===== src/rtl/rs_fix_pkg.sv =====
package rs_fix_pkg;
   typedef enum logic [2:0] {
      ST_IDLE = 3'd0,
      ST_MAP  = 3'd1,
      ST_RD_A = 3'd2,
      ST_WR_A = 3'd3,
      ST_RD_B = 3'd4,
      ST_WR_B = 3'd5,
      ST_FIN  = 3'd6
   } fix_state_t;

   // nibble placement helpers for a 12-bit symbol value
   function automatic logic [7:0] hi_byte(input logic [11:0] v);
      return v[11:4];
   endfunction

   function automatic logic [7:0] lo_nib_up(input logic [11:0] v);
      return {v[3:0], 4'h0};
   endfunction

   function automatic logic [7:0] top_nib_dn(input logic [11:0] v);
      return {4'h0, v[11:8]};
   endfunction
endpackage


===== src/rtl/rs_syn_split.sv =====
module rs_syn_split #(
   parameter int WORD_W  = 32,
   parameter int SYM_W   = 12,
   parameter int HI_LSB  = 16,
   parameter bit REG_OUT = 1'b1
) (
   input  logic              clk,
   input  logic              rst_n,
   input  logic              in_valid,
   input  logic [WORD_W-1:0] in_word,
   output logic              out_valid,
   output logic [SYM_W-1:0]  out_lo,
   output logic [SYM_W-1:0]  out_hi
);
   generate
      if (HI_LSB + SYM_W > WORD_W) begin : g_bad
         $error("syndrome fields exceed word width");
      end
      if (REG_OUT) begin : g_reg
         always_ff @(posedge clk or negedge rst_n) begin
            if (!rst_n) begin
               out_valid <= 1'b0;
               out_lo    <= '0;
               out_hi    <= '0;
            end else begin
               out_valid <= in_valid;
               if (in_valid) begin
                  out_lo <= in_word[SYM_W-1:0];
                  out_hi <= in_word[HI_LSB +: SYM_W];
               end
            end
         end
      end else begin : g_comb
         assign out_valid = in_valid;
         assign out_lo    = in_word[SYM_W-1:0];
         assign out_hi    = in_word[HI_LSB +: SYM_W];
      end
   endgenerate
endmodule


===== src/rtl/rs_sym_map.sv =====
module rs_sym_map #(
   parameter int POS_W    = 12,
   parameter int SYM_W    = 12,
   parameter int ADDR_W   = 12,
   parameter int LAST_POS = 1374
) (
   input  logic [POS_W-1:0]  pos,
   input  logic [SYM_W-1:0]  pat,
   output logic              bad,
   output logic              two,
   output logic [ADDR_W-1:0] addr_a,
   output logic [7:0]        mask_a,
   output logic [ADDR_W-1:0] addr_b,
   output logic [7:0]        mask_b
);
   import rs_fix_pkg::*;

   localparam logic [POS_W-1:0] LAST_P = POS_W'(LAST_POS);

   generate
      if (SYM_W != 12) begin : g_bad_sym
         $error("byte-and-a-half packing needs 12-bit symbols");
      end
   endgenerate

   logic [POS_W+1:0] tri3;
   logic [POS_W:0]   base;

   assign tri3 = {2'b00, pos} + {1'b0, pos, 1'b0};
   assign base = tri3[POS_W+1:1];

   always_comb begin
      bad    = 1'b0;
      two    = 1'b1;
      addr_a = ADDR_W'(base);
      mask_a = hi_byte(pat);
      addr_b = ADDR_W'(base + {{POS_W{1'b0}}, 1'b1});
      mask_b = lo_nib_up(pat);
      if (pos > LAST_P) begin
         bad = 1'b1;
      end else if (pos == '0) begin
         bad    = |pat[11:8];
         two    = 1'b0;
         addr_a = '0;
         mask_a = pat[7:0];
      end else if (!pos[0]) begin
         addr_a = ADDR_W'(base - {{POS_W{1'b0}}, 1'b1});
         mask_a = top_nib_dn(pat);
         addr_b = ADDR_W'(base);
         mask_b = pat[7:0];
      end
   end
endmodule


===== src/rtl/rs_fix_seq.sv =====
module rs_fix_seq #(
   parameter int MAX_ERR = 4,
   parameter int POS_W   = 12,
   parameter int SYM_W   = 12,
   parameter int ADDR_W  = 12,
   parameter int CNT_W   = 3
) (
   input  logic                     clk,
   input  logic                     rst_n,
   input  logic                     start,
   input  logic                     ecc_flag,
   input  logic [CNT_W-1:0]         err_count,
   input  logic [MAX_ERR*POS_W-1:0] err_pos,
   input  logic [MAX_ERR*SYM_W-1:0] err_pat,
   output logic [POS_W-1:0]         cur_pos,
   output logic [SYM_W-1:0]         cur_pat,
   input  logic                     map_bad,
   input  logic                     map_two,
   input  logic [ADDR_W-1:0]        map_addr_a,
   input  logic [7:0]               map_mask_a,
   input  logic [ADDR_W-1:0]        map_addr_b,
   input  logic [7:0]               map_mask_b,
   output logic                     mem_rd,
   output logic                     mem_wr,
   output logic [ADDR_W-1:0]        mem_addr,
   output logic [7:0]               mem_wdata,
   input  logic [7:0]               mem_rdata,
   output logic                     busy,
   output logic                     done,
   output logic [CNT_W-1:0]         corr_count,
   output logic                     fail
);
   import rs_fix_pkg::*;

   localparam int IDX_W = (MAX_ERR > 1) ? $clog2(MAX_ERR) : 1;
   localparam logic [CNT_W-1:0] MAX_C = CNT_W'(MAX_ERR);

   fix_state_t        state;
   logic [POS_W-1:0]  pos_q [MAX_ERR];
   logic [SYM_W-1:0]  pat_q [MAX_ERR];
   logic [IDX_W-1:0]  idx;
   logic [CNT_W-1:0]  n_q;
   logic              fail_q;
   logic              two_q;
   logic [ADDR_W-1:0] addr_a_q, addr_b_q;
   logic [7:0]        mask_a_q, mask_b_q;
   logic              last_pair;

   assign cur_pos   = pos_q[idx];
   assign cur_pat   = pat_q[idx];
   assign last_pair = (CNT_W'(idx) + {{(CNT_W-1){1'b0}}, 1'b1}) == n_q;

   always_ff @(posedge clk or negedge rst_n) begin
      if (!rst_n) begin
         state    <= ST_IDLE;
         idx      <= '0;
         n_q      <= '0;
         fail_q   <= 1'b0;
         two_q    <= 1'b0;
         addr_a_q <= '0;
         addr_b_q <= '0;
         mask_a_q <= '0;
         mask_b_q <= '0;
         for (int i = 0; i < MAX_ERR; i++) begin
            pos_q[i] <= '0;
            pat_q[i] <= '0;
         end
      end else begin
         case (state)
            ST_IDLE: if (start) begin
               idx    <= '0;
               fail_q <= 1'b0;
               n_q    <= ecc_flag ? err_count : '0;
               for (int i = 0; i < MAX_ERR; i++) begin
                  pos_q[i] <= err_pos[i*POS_W +: POS_W];
                  pat_q[i] <= err_pat[i*SYM_W +: SYM_W];
               end
               if (!ecc_flag || err_count == '0) begin
                  state <= ST_FIN;
               end else if (err_count > MAX_C) begin
                  fail_q <= 1'b1;
                  state  <= ST_FIN;
               end else begin
                  state <= ST_MAP;
               end
            end
            ST_MAP: begin
               if (fail_q || map_bad) begin
                  fail_q <= 1'b1;
                  if (last_pair) state <= ST_FIN;
                  else begin
                     idx   <= idx + 1'b1;
                     state <= ST_MAP;
                  end
               end else begin
                  two_q    <= map_two;
                  addr_a_q <= map_addr_a;
                  addr_b_q <= map_addr_b;
                  mask_a_q <= map_mask_a;
                  mask_b_q <= map_mask_b;
                  state    <= ST_RD_A;
               end
            end
            ST_RD_A: state <= ST_WR_A;
            ST_WR_A: begin
               if (two_q) state <= ST_RD_B;
               else if (last_pair) state <= ST_FIN;
               else begin
                  idx   <= idx + 1'b1;
                  state <= ST_MAP;
               end
            end
            ST_RD_B: state <= ST_WR_B;
            ST_WR_B: begin
               if (last_pair) state <= ST_FIN;
               else begin
                  idx   <= idx + 1'b1;
                  state <= ST_MAP;
               end
            end
            ST_FIN:  state <= ST_IDLE;
            default: state <= ST_IDLE;
         endcase
      end
   end

   always_comb begin
      mem_rd    = (state == ST_RD_A) || (state == ST_RD_B);
      mem_wr    = (state == ST_WR_A) || (state == ST_WR_B);
      mem_addr  = ((state == ST_RD_B) || (state == ST_WR_B)) ? addr_b_q : addr_a_q;
      mem_wdata = mem_rdata ^ ((state == ST_WR_B) ? mask_b_q : mask_a_q);
   end

   assign busy       = (state != ST_IDLE);
   assign done       = (state == ST_FIN);
   assign fail       = done && fail_q;
   assign corr_count = (done && !fail_q) ? n_q : '0;
endmodule


===== src/rtl/rs_symbol_fixer.sv =====
module rs_symbol_fixer #(
   parameter int  MAX_ERR     = 4,
   parameter int  POS_W       = 12,
   parameter int  SYM_W       = 12,
   parameter int  DATA_BYTES  = 2048,
   parameter int  SPARE_BYTES = 64,
   parameter int  LAST_POS    = 1374,
   parameter int  SYN_WORD_W  = 32,
   parameter int  SYN_HI_LSB  = 16,
   parameter bit  SYN_REG     = 1'b1
) (
   input  logic                                        clk,
   input  logic                                        rst_n,
   input  logic                                        start,
   input  logic                                        ecc_flag,
   input  logic [$clog2(MAX_ERR+1)-1:0]                err_count,
   input  logic [MAX_ERR*POS_W-1:0]                    err_pos,
   input  logic [MAX_ERR*SYM_W-1:0]                    err_pat,
   output logic                                        mem_rd,
   output logic                                        mem_wr,
   output logic [$clog2(DATA_BYTES+SPARE_BYTES)-1:0]   mem_addr,
   output logic [7:0]                                  mem_wdata,
   input  logic [7:0]                                  mem_rdata,
   output logic                                        busy,
   output logic                                        done,
   output logic [$clog2(MAX_ERR+1)-1:0]                corr_count,
   output logic                                        fail,
   input  logic                                        syn_in_valid,
   input  logic [SYN_WORD_W-1:0]                       syn_in_word,
   output logic                                        syn_out_valid,
   output logic [SYM_W-1:0]                            syn_out_lo,
   output logic [SYM_W-1:0]                            syn_out_hi
);
   localparam int PAGE_BYTES = DATA_BYTES + SPARE_BYTES;
   localparam int ADDR_W     = $clog2(PAGE_BYTES);
   localparam int CNT_W      = $clog2(MAX_ERR + 1);

   generate
      if ((LAST_POS * 3) / 2 >= PAGE_BYTES) begin : g_chk_page
         $error("highest position would address past the page");
      end
      if (LAST_POS >= (1 << POS_W)) begin : g_chk_pos
         $error("position field too narrow for highest position");
      end
      if (MAX_ERR < 1) begin : g_chk_cnt
         $error("at least one error location is required");
      end
   endgenerate

   logic [POS_W-1:0]  cur_pos;
   logic [SYM_W-1:0]  cur_pat;
   logic              map_bad, map_two;
   logic [ADDR_W-1:0] map_addr_a, map_addr_b;
   logic [7:0]        map_mask_a, map_mask_b;

   rs_sym_map #(
      .POS_W(POS_W), .SYM_W(SYM_W), .ADDR_W(ADDR_W), .LAST_POS(LAST_POS)
   ) u_map (
      .pos(cur_pos), .pat(cur_pat), .bad(map_bad), .two(map_two),
      .addr_a(map_addr_a), .mask_a(map_mask_a),
      .addr_b(map_addr_b), .mask_b(map_mask_b)
   );

   rs_fix_seq #(
      .MAX_ERR(MAX_ERR), .POS_W(POS_W), .SYM_W(SYM_W),
      .ADDR_W(ADDR_W), .CNT_W(CNT_W)
   ) u_seq (
      .clk(clk), .rst_n(rst_n), .start(start), .ecc_flag(ecc_flag),
      .err_count(err_count), .err_pos(err_pos), .err_pat(err_pat),
      .cur_pos(cur_pos), .cur_pat(cur_pat),
      .map_bad(map_bad), .map_two(map_two),
      .map_addr_a(map_addr_a), .map_mask_a(map_mask_a),
      .map_addr_b(map_addr_b), .map_mask_b(map_mask_b),
      .mem_rd(mem_rd), .mem_wr(mem_wr), .mem_addr(mem_addr),
      .mem_wdata(mem_wdata), .mem_rdata(mem_rdata),
      .busy(busy), .done(done), .corr_count(corr_count), .fail(fail)
   );

   rs_syn_split #(
      .WORD_W(SYN_WORD_W), .SYM_W(SYM_W), .HI_LSB(SYN_HI_LSB), .REG_OUT(SYN_REG)
   ) u_syn (
      .clk(clk), .rst_n(rst_n), .in_valid(syn_in_valid), .in_word(syn_in_word),
      .out_valid(syn_out_valid), .out_lo(syn_out_lo), .out_hi(syn_out_hi)
   );
endmodule


===== config.mk =====
export PLATFORM = sky130hd
export DESIGN_NAME = rs_symbol_fixer
export DESIGN_NICKNAME = d
export VERILOG_FILES = /design/src/rtl/rs_fix_pkg.sv /design/src/rtl/rs_syn_split.sv /design/src/rtl/rs_sym_map.sv /design/src/rtl/rs_fix_seq.sv /design/src/rtl/rs_symbol_fixer.sv
export SDC_FILE = /design/constraint.sdc
export NUM_CORES = 1
export LEC_CHECK = 0
export ABC_AREA = 0
export ABC_CLOCK_PERIOD_IN_PS = 11900
export CAP_MARGIN = 0
export CORE_MARGIN = 5
export CORE_UTILIZATION = 30
export DETAILED_ROUTE_END_ITERATION = 8
export PLACE_DENSITY_LB_ADDON = 0.1
export REMOVE_ABC_BUFFERS = 1
export SLEW_MARGIN = 20
export SYNTH_ARGS = -nofsm -noshare
export SYNTH_HDL_FRONTEND = slang
export SYNTH_HIERARCHICAL = 1
export SYNTH_SLANG_ARGS = --single-unit

===== constraint.sdc =====
create_clock -name clk -period 11.9 [get_ports clk]
set_input_delay 2.38 -clock clk [delete_from_list [all_inputs] [get_ports clk]]
set_output_delay 2.38 -clock clk [all_outputs]
set_load 0.05 [all_outputs]

==> metrics.md, run 1 <==
| Metric | Value |
|---|---|
| Synth Register Bits | `171` |
| Row Count | `64` |
| # Post-CTS Setup Buffers | `0` |
| RSZ-0062 raised after global routing | `false` |
| Fillers | `3,024` |
| Worst-path clk slew | `60 ps` |
| CTS HTree Levels | `4` |
| Die area | `34,400 um2` |
| Drt via density | `4.57` |
| Final critical-path share of the clock period | `52.0%` |
| P_leak | `5.51 nW` |
| Synth Area per Inst | `10.4 um2` |
| P_int | `2.28 mW` |
| Psw | `1.90 mW` |
| Flop pwr share | `23.2%` |
| Pin count of the biggest net entering global routing | `101` |
| Fin Setup TNS | `0 ps` |
| Worst hold path type | `flop to flop` |
| CP required | `9520 ps` |
| Buffers on Ports | `188` |
| Initial DRC count | `359` |
| Final Util | `39.6%` |
| Final Instance Count excl. Fillers | `1,470` |
| RR Startpoint | `u_seq/idx[1]` |
| Worst R2R End | `u_seq/addr_a_q[11]` |
| Critical path's slowest cell | `clkdlybuf4s50_1` |
| Worst-path cell chain | `clkdlybuf4s50_1 -> xnor2_1 -> clkdlybuf4s50_1` |
| Largest delay contributor family on the critical path | `buffers and inverters` |
| First-pass GRT wire length | `37.8 mm` |
| Core area | `30,500 um2` |
| Worst path bufs/invs | `2` |
| Layout Skew | `13.9 ps` |
| Post-Syn Instances | `892` |
| Power per cell area | `346 nW/um2` |
| Hold Path Depth | `2` |
| Cts bufs inserted | `17` |
| Largest cells by area after synthesis | `dfrtp_1 46%, nand2_1 13%, mux2_2 7.6%, mux4_2 5.9%, ha_1 3.5%` |
| Most numerous cell in the Yosys netlist | `nand2_1` |
| Hold Path End | `u_seq/pat_q[26]` |
| Final Max Slew Viols | `0` |
| Die Height | `185 um` |
| Switching share of power | `45.5%` |
| Post-layout net count | `1,233` |
| Gpl congestion | `0.756` |
| Antenna violations before repair | `0` |
| Final setup viols | `0` |
| Area fraction of the dominant cell type after synthesis | `46.3%` |
| Worst Max-Slew Pin Slew | `953 ps` |
| Total wire length | `23.1 mm` |
| Status | `finished, final reports clean` |
| CTS tree | `yes` |
| Die span in x | `185 um` |
| CP arrival | `3810 ps` |
| Share of layout cells above drive strength 1 | `16.6%` |
| R2R setup slack | `7300 ps` |
| Most used cell, CP | `clkdlybuf4s50_1` |
| Cell variety after synth | `71` |
| WL/cell | `15.7 um` |
| Post-route ant nets | `0` |
| EDFF count, synth | `0` |
| Post_cts resized | `0` |
| Top fanout value on the critical path | `1` |
| Dpl cells | `1,437` |
| Logic pwr share | `62.3%` |
| Async S/R FF share, synth | `100%` |
| Ant diodes | `0` |
| Mapped cell area | `9230 um2` |
| Fmax achieved | `162 MHz` |
| CP max stage delay | `830 ps` |
| Most common library cells after synthesis | `315 x nand2_1, 171 x dfrtp_1, 62 x mux2_2, 26 x buf_2, 26 x ha_1` |
| Area leader, netlist | `dfrtp_1` |
| Final Hold Viols | `0` |
| Top_reg_cell synth | `dfrtp_1` |
| Worst Setup End Kind | `output pin` |
| DP HPWL | `16.2 mm` |
| Worst IR drop on VDD | `0.135 mV` |
| Grt ovf | `0` |
| Register area share after synthesis | `46.3%` |
| Worst skew pair latency | `420 ps` |
| DRC | `0` |
| Fin crit period | `6190 ps` |
| Global Route Usage Sum | `13.8%` |
| Worst Setup Path Type | `input port to output pin` |
| CTS Hold Bufs | `0` |
| Area grow syn2layout | `30.8%` |
| Startpoint types | `input port` |
| Hold Path Origin | `u_seq/pat_q[26]` |
| Clk sink count | `171` |
| Yosys warns | `6` |
| Clock Power Share | `14.5%` |
| DR pass1 iterations | `4` |
| Clock Path Buffers | `2` |
| Max Cap Viol | `0` |
| Starting Density | `30.3%` |
| Via Count | `6,724` |
| FF-to-FF path depth | `12` |
| Vias in the first global route | `6,993` |
| CTS root buf | `clkbuf_16` |
| # IOs | `197` |
| Slew Limit Headroom | `36.5%` |
worst max path at each step:
stage / start / to / slack [ps] / cells after the start
6_report: mem_rdata[3] / mem_wdata[3] / 5710 / 3
5_1_grt: mem_rdata[7] / mem_wdata[7] / 5670 / 3
4_1_cts: mem_rdata[3] / mem_wdata[3] / 5710 / 3
3_5_place_dp: mem_rdata[3] / mem_wdata[3] / 5710 / 3
3_3_place_gp: mem_rdata[0] / mem_wdata[0] / 5730 / 3
2_1_floorplan: mem_rdata[0] / mem_wdata[0] / 6310 / 1
layer usage:
layer  part of all wire, %  vias to the layer above  GRT usage (%)
li1                      -                     3342              -
met1                    46                     3233           18.4
met2                    46                      140           21.9
met3                   7.2                        9           4.75
met4                  0.72                        0           2.73
met5                     0                        -              0
layout make-up:
cell class              count  area, um2  share of cell area (%)
clock inverters            13        204                    1.69
repair buffers            197       1990                    16.5
clock buffers              18        429                    3.55
well taps                 396        495                    4.10
inverters                  21       78.8                   0.653
multi-input cells         654       4600                    38.1
flip-flops and latches    171       4280                    35.4
tightest hold or removal path: cells and delay by family (launching register included):
kind	cells	cell delay, ps
DFF	1	340
and+or+nand+nor	2	100
stage by stage:
stage	area, um2	hold WS [ps]	setup slack, ps	power [mW]
floorplan	8950	440	6310	2.92
global placement	11400	453	5730	3.59
detailed placement	11400	457	5710	3.61
CTS	12000	474	5710	4.25
global route	12100	489	5670	4.57
finish	12100	469	5710	4.18
flip-flops by register name, summed over array words and instances, names as in the netlist, 8 cells and up:
| register | count |
|---|---|
| u_seq/addr_a_q | 12 |
| u_seq/addr_b_q | 12 |
| u_seq/mask_a_q | 8 |
| u_seq/mask_b_q | 8 |
| u_seq/pat_q | 48 |
| u_seq/pos_q | 48 |
| u_syn/out_hi | 12 |
| u_syn/out_lo | 12 |
power by group through the flow:
stage                     Sequential, mW  Clock, mW  Combinational [mW]
after floorplan                    0.990          0                1.93
after global placement             0.978          0                2.61
after detailed placement           0.981          0                2.62
after CTS                          0.972      0.635                2.64
after global routing                1.00      0.656                2.91
final                              0.971      0.607                2.60
logic make-up after synthesis:
group / synth area share (%)
simple gates: 18.5
flops: 46.3
mux: 17.8
compound gates: 6.13
buf+inv: 3.88
xor+xnor: 3.63
fa+ha+maj: 3.74
layout by cell type, fill, tap and decap left out, types with 5 or more instances in the layout:
| master | count |
|---|---|
| nand2_1 | 315 |
| or3_1 | 5 |
| mux2_4 | 20 |
| clkdlybuf4s50_1 | 187 |
| nand3_1 | 9 |
| mux2i_1 | 9 |
| nor2_1 | 18 |
| and2_1 | 6 |
| mux2_2 | 62 |
| clkbuf_16 | 17 |
| ha_1 | 26 |
| dfrtp_1 | 170 |
| o22ai_1 | 6 |
| nor3_1 | 5 |
| nor2b_1 | 5 |
| xnor2_1 | 21 |
| a21oi_1 | 18 |
| o21ai_0 | 14 |
| and3_1 | 5 |
| buf_4 | 6 |
| xor2_1 | 8 |
| inv_1 | 20 |
| mux4_2 | 24 |
No activity file was read; power rests on OpenSTA's default activity.
==> run 2: changes to the inputs <==
ABC_CLOCK_PERIOD_IN_PS = 5000   (was 11900)
clock period = 5 ns   (was 11.9 ns; I/O delays follow)
==> metrics.md, run 2 (synthesis gave the netlist of run 1 again) <==
| Metric | Value |
|---|---|
| CTS HTree Levels | `4` |
| P_leak | `5.49 nW` |
| Clk sink count | `171` |
| Fillers | `3,068` |
| CP arrival | `4460 ps` |
| DRC | `0` |
| CTS root buf | `clkbuf_16` |
| Top fanout value on the critical path | `42` |
| Starting Density | `30.3%` |
| Worst hold path type | `flop to flop` |
| Worst IR drop on VDD | `0.365 mV` |
| WL/cell | `16.0 um` |
| Final setup viols | `0` |
| Fmax achieved | `241 MHz` |
| Max Cap Viol | `0` |
| Antenna violations before repair | `0` |
| Core area | `30,500 um2` |
| Biggest regs | `u_seq/pat_q (48), u_seq/pos_q (48)` |
| Die Height | `185 um` |
| Post_cts resized | `0` |
| Slew Limit Headroom | `32.0%` |
| RSZ-0062 raised after global routing | `false` |
| Worst Setup End Kind | `flop` |
| DR pass1 iterations | `4` |
| Worst Max-Slew Pin Slew | `1020 ps` |
| Final critical-path share of the clock period | `83.1%` |
| Grt ovf | `0` |
| Status | `finished, final reports clean` |
| Fin crit period | `4150 ps` |
| Row Count | `64` |
| Die area | `34,400 um2` |
| Drt via density | `4.61` |
| Startpoint types | `flop` |
| Most frequent cells in the layout | `315 x nand2_1, 187 x clkdlybuf4s50_1, 170 x dfrtp_1, 62 x mux2_2, 26 x ha_1` |
| Global Route Usage Sum | `14.0%` |
| Clock Path Buffers | `2` |
| Power per cell area | `818 nW/um2` |
| Layout Skew | `15.1 ps` |
| Share of layout cells above drive strength 1 | `17.0%` |
| # Post-CTS Setup Buffers | `0` |
| DP HPWL | `16.7 mm` |
| Via Count | `6,791` |
| # IOs | `197` |
| Buffers on Ports | `188` |
| Pin count of the biggest net entering global routing | `91` |
| Total power | `9.84 mW` |
| Final Max Slew Viols | `0` |
| Area grow syn2layout | `30.3%` |
| Die span in x | `185 um` |
| First-pass GRT wire length | `38.3 mm` |
| Initial DRC count | `286` |
| CP required | `5310 ps` |
| Vias in the first global route | `7,170` |
| Total wire length | `23.6 mm` |
| Worst-path clk slew | `80 ps` |
| Fin Setup TNS | `0 ps` |
| Post-layout net count | `1,236` |
| Cts bufs inserted | `17` |
| Worst Setup Path Type | `flop to flop` |
| Post-route ant nets | `0` |
| Ant diodes | `0` |
| CTS Hold Bufs | `0` |
| Most common cell after layout, fill and taps aside | `nand2_1` |
| Final Hold Viols | `0` |
| Final Instance Count excl. Fillers | `1,474` |
| Gpl congestion | `0.754` |
| CTS tree | `yes` |
| Dpl cells | `1,442` |
| Worst skew pair latency | `430 ps` |
run 2: worst paths after layout:
kind | endpoint | slack (ps) | from | cells after the start
max | u_seq/mask_a_q[1] | 850 | u_seq/idx[0] | 10
min | u_seq/pos_q[14] | 470 | u_seq/pos_q[14] | 2
max reg2reg | u_seq/mask_a_q[1] | 850 | u_seq/idx[0] | 10
min reg2reg | u_seq/pos_q[14] | 470 | u_seq/pos_q[14] | 2
max in group asynchronous | u_seq/pos_q[36] | 3420 | rst_n | 2
min in group asynchronous | u_seq/n_q[0] | 600 | rst_n | 1
run 2: critical path, cell delays in order, from the launching register on:
cell	delay, ps
dfrtp_2	540
buf_4	290
mux4_2	590
ha_1	270
and4_1	230
a31o_1	230
o21ai_2	340
o21ai_0	310
nor2_1	190
and3_4	600
mux2_2	410
run 2: routing by layer:
metal,wire length [um],track usage (%),up-vias
met5,0,0,-
met4,171,2.91,0
met3,1710,5.15,10
met2,10900,21.9,130
met1,10800,18.8,3301
li1,-,-,3350
run 2: metrics by stage:
| stage | util [%] | setup slack, ps | hold slack (ps) | instance area (um2) |
|---|---|---|---|---|
| 6_report | 39.4 | 847 | 472 | 12000 |
| 5_1_grt | 39.4 | 637 | 492 | 12000 |
| 4_1_cts | 39.4 | 789 | 478 | 12000 |
| 3_5_place_dp | 37.5 | 827 | 458 | 11400 |
| 3_3_place_gp | 37.5 | 825 | 453 | 11400 |
| 2_1_floorplan | - | 350 | 440 | 8950 |
run 2: cell type report:
cell class | count | area (um2) | share of cell area [%]
flip-flops and latches | 171 | 4280 | 35.6
repair buffers | 200 | 1990 | 16.5
well taps | 396 | 495 | 4.12
clock inverters | 14 | 144 | 1.20
multi-input cells | 654 | 4600 | 38.3
inverters | 21 | 78.8 | 0.655
clock buffers | 18 | 439 | 3.65
run 2: report_power, final:
part           internal [mW]  switching [mW]
Clock                  0.681           0.640
Combinational           2.61            3.58
Sequential              1.97           0.355
Total                   5.26            4.58
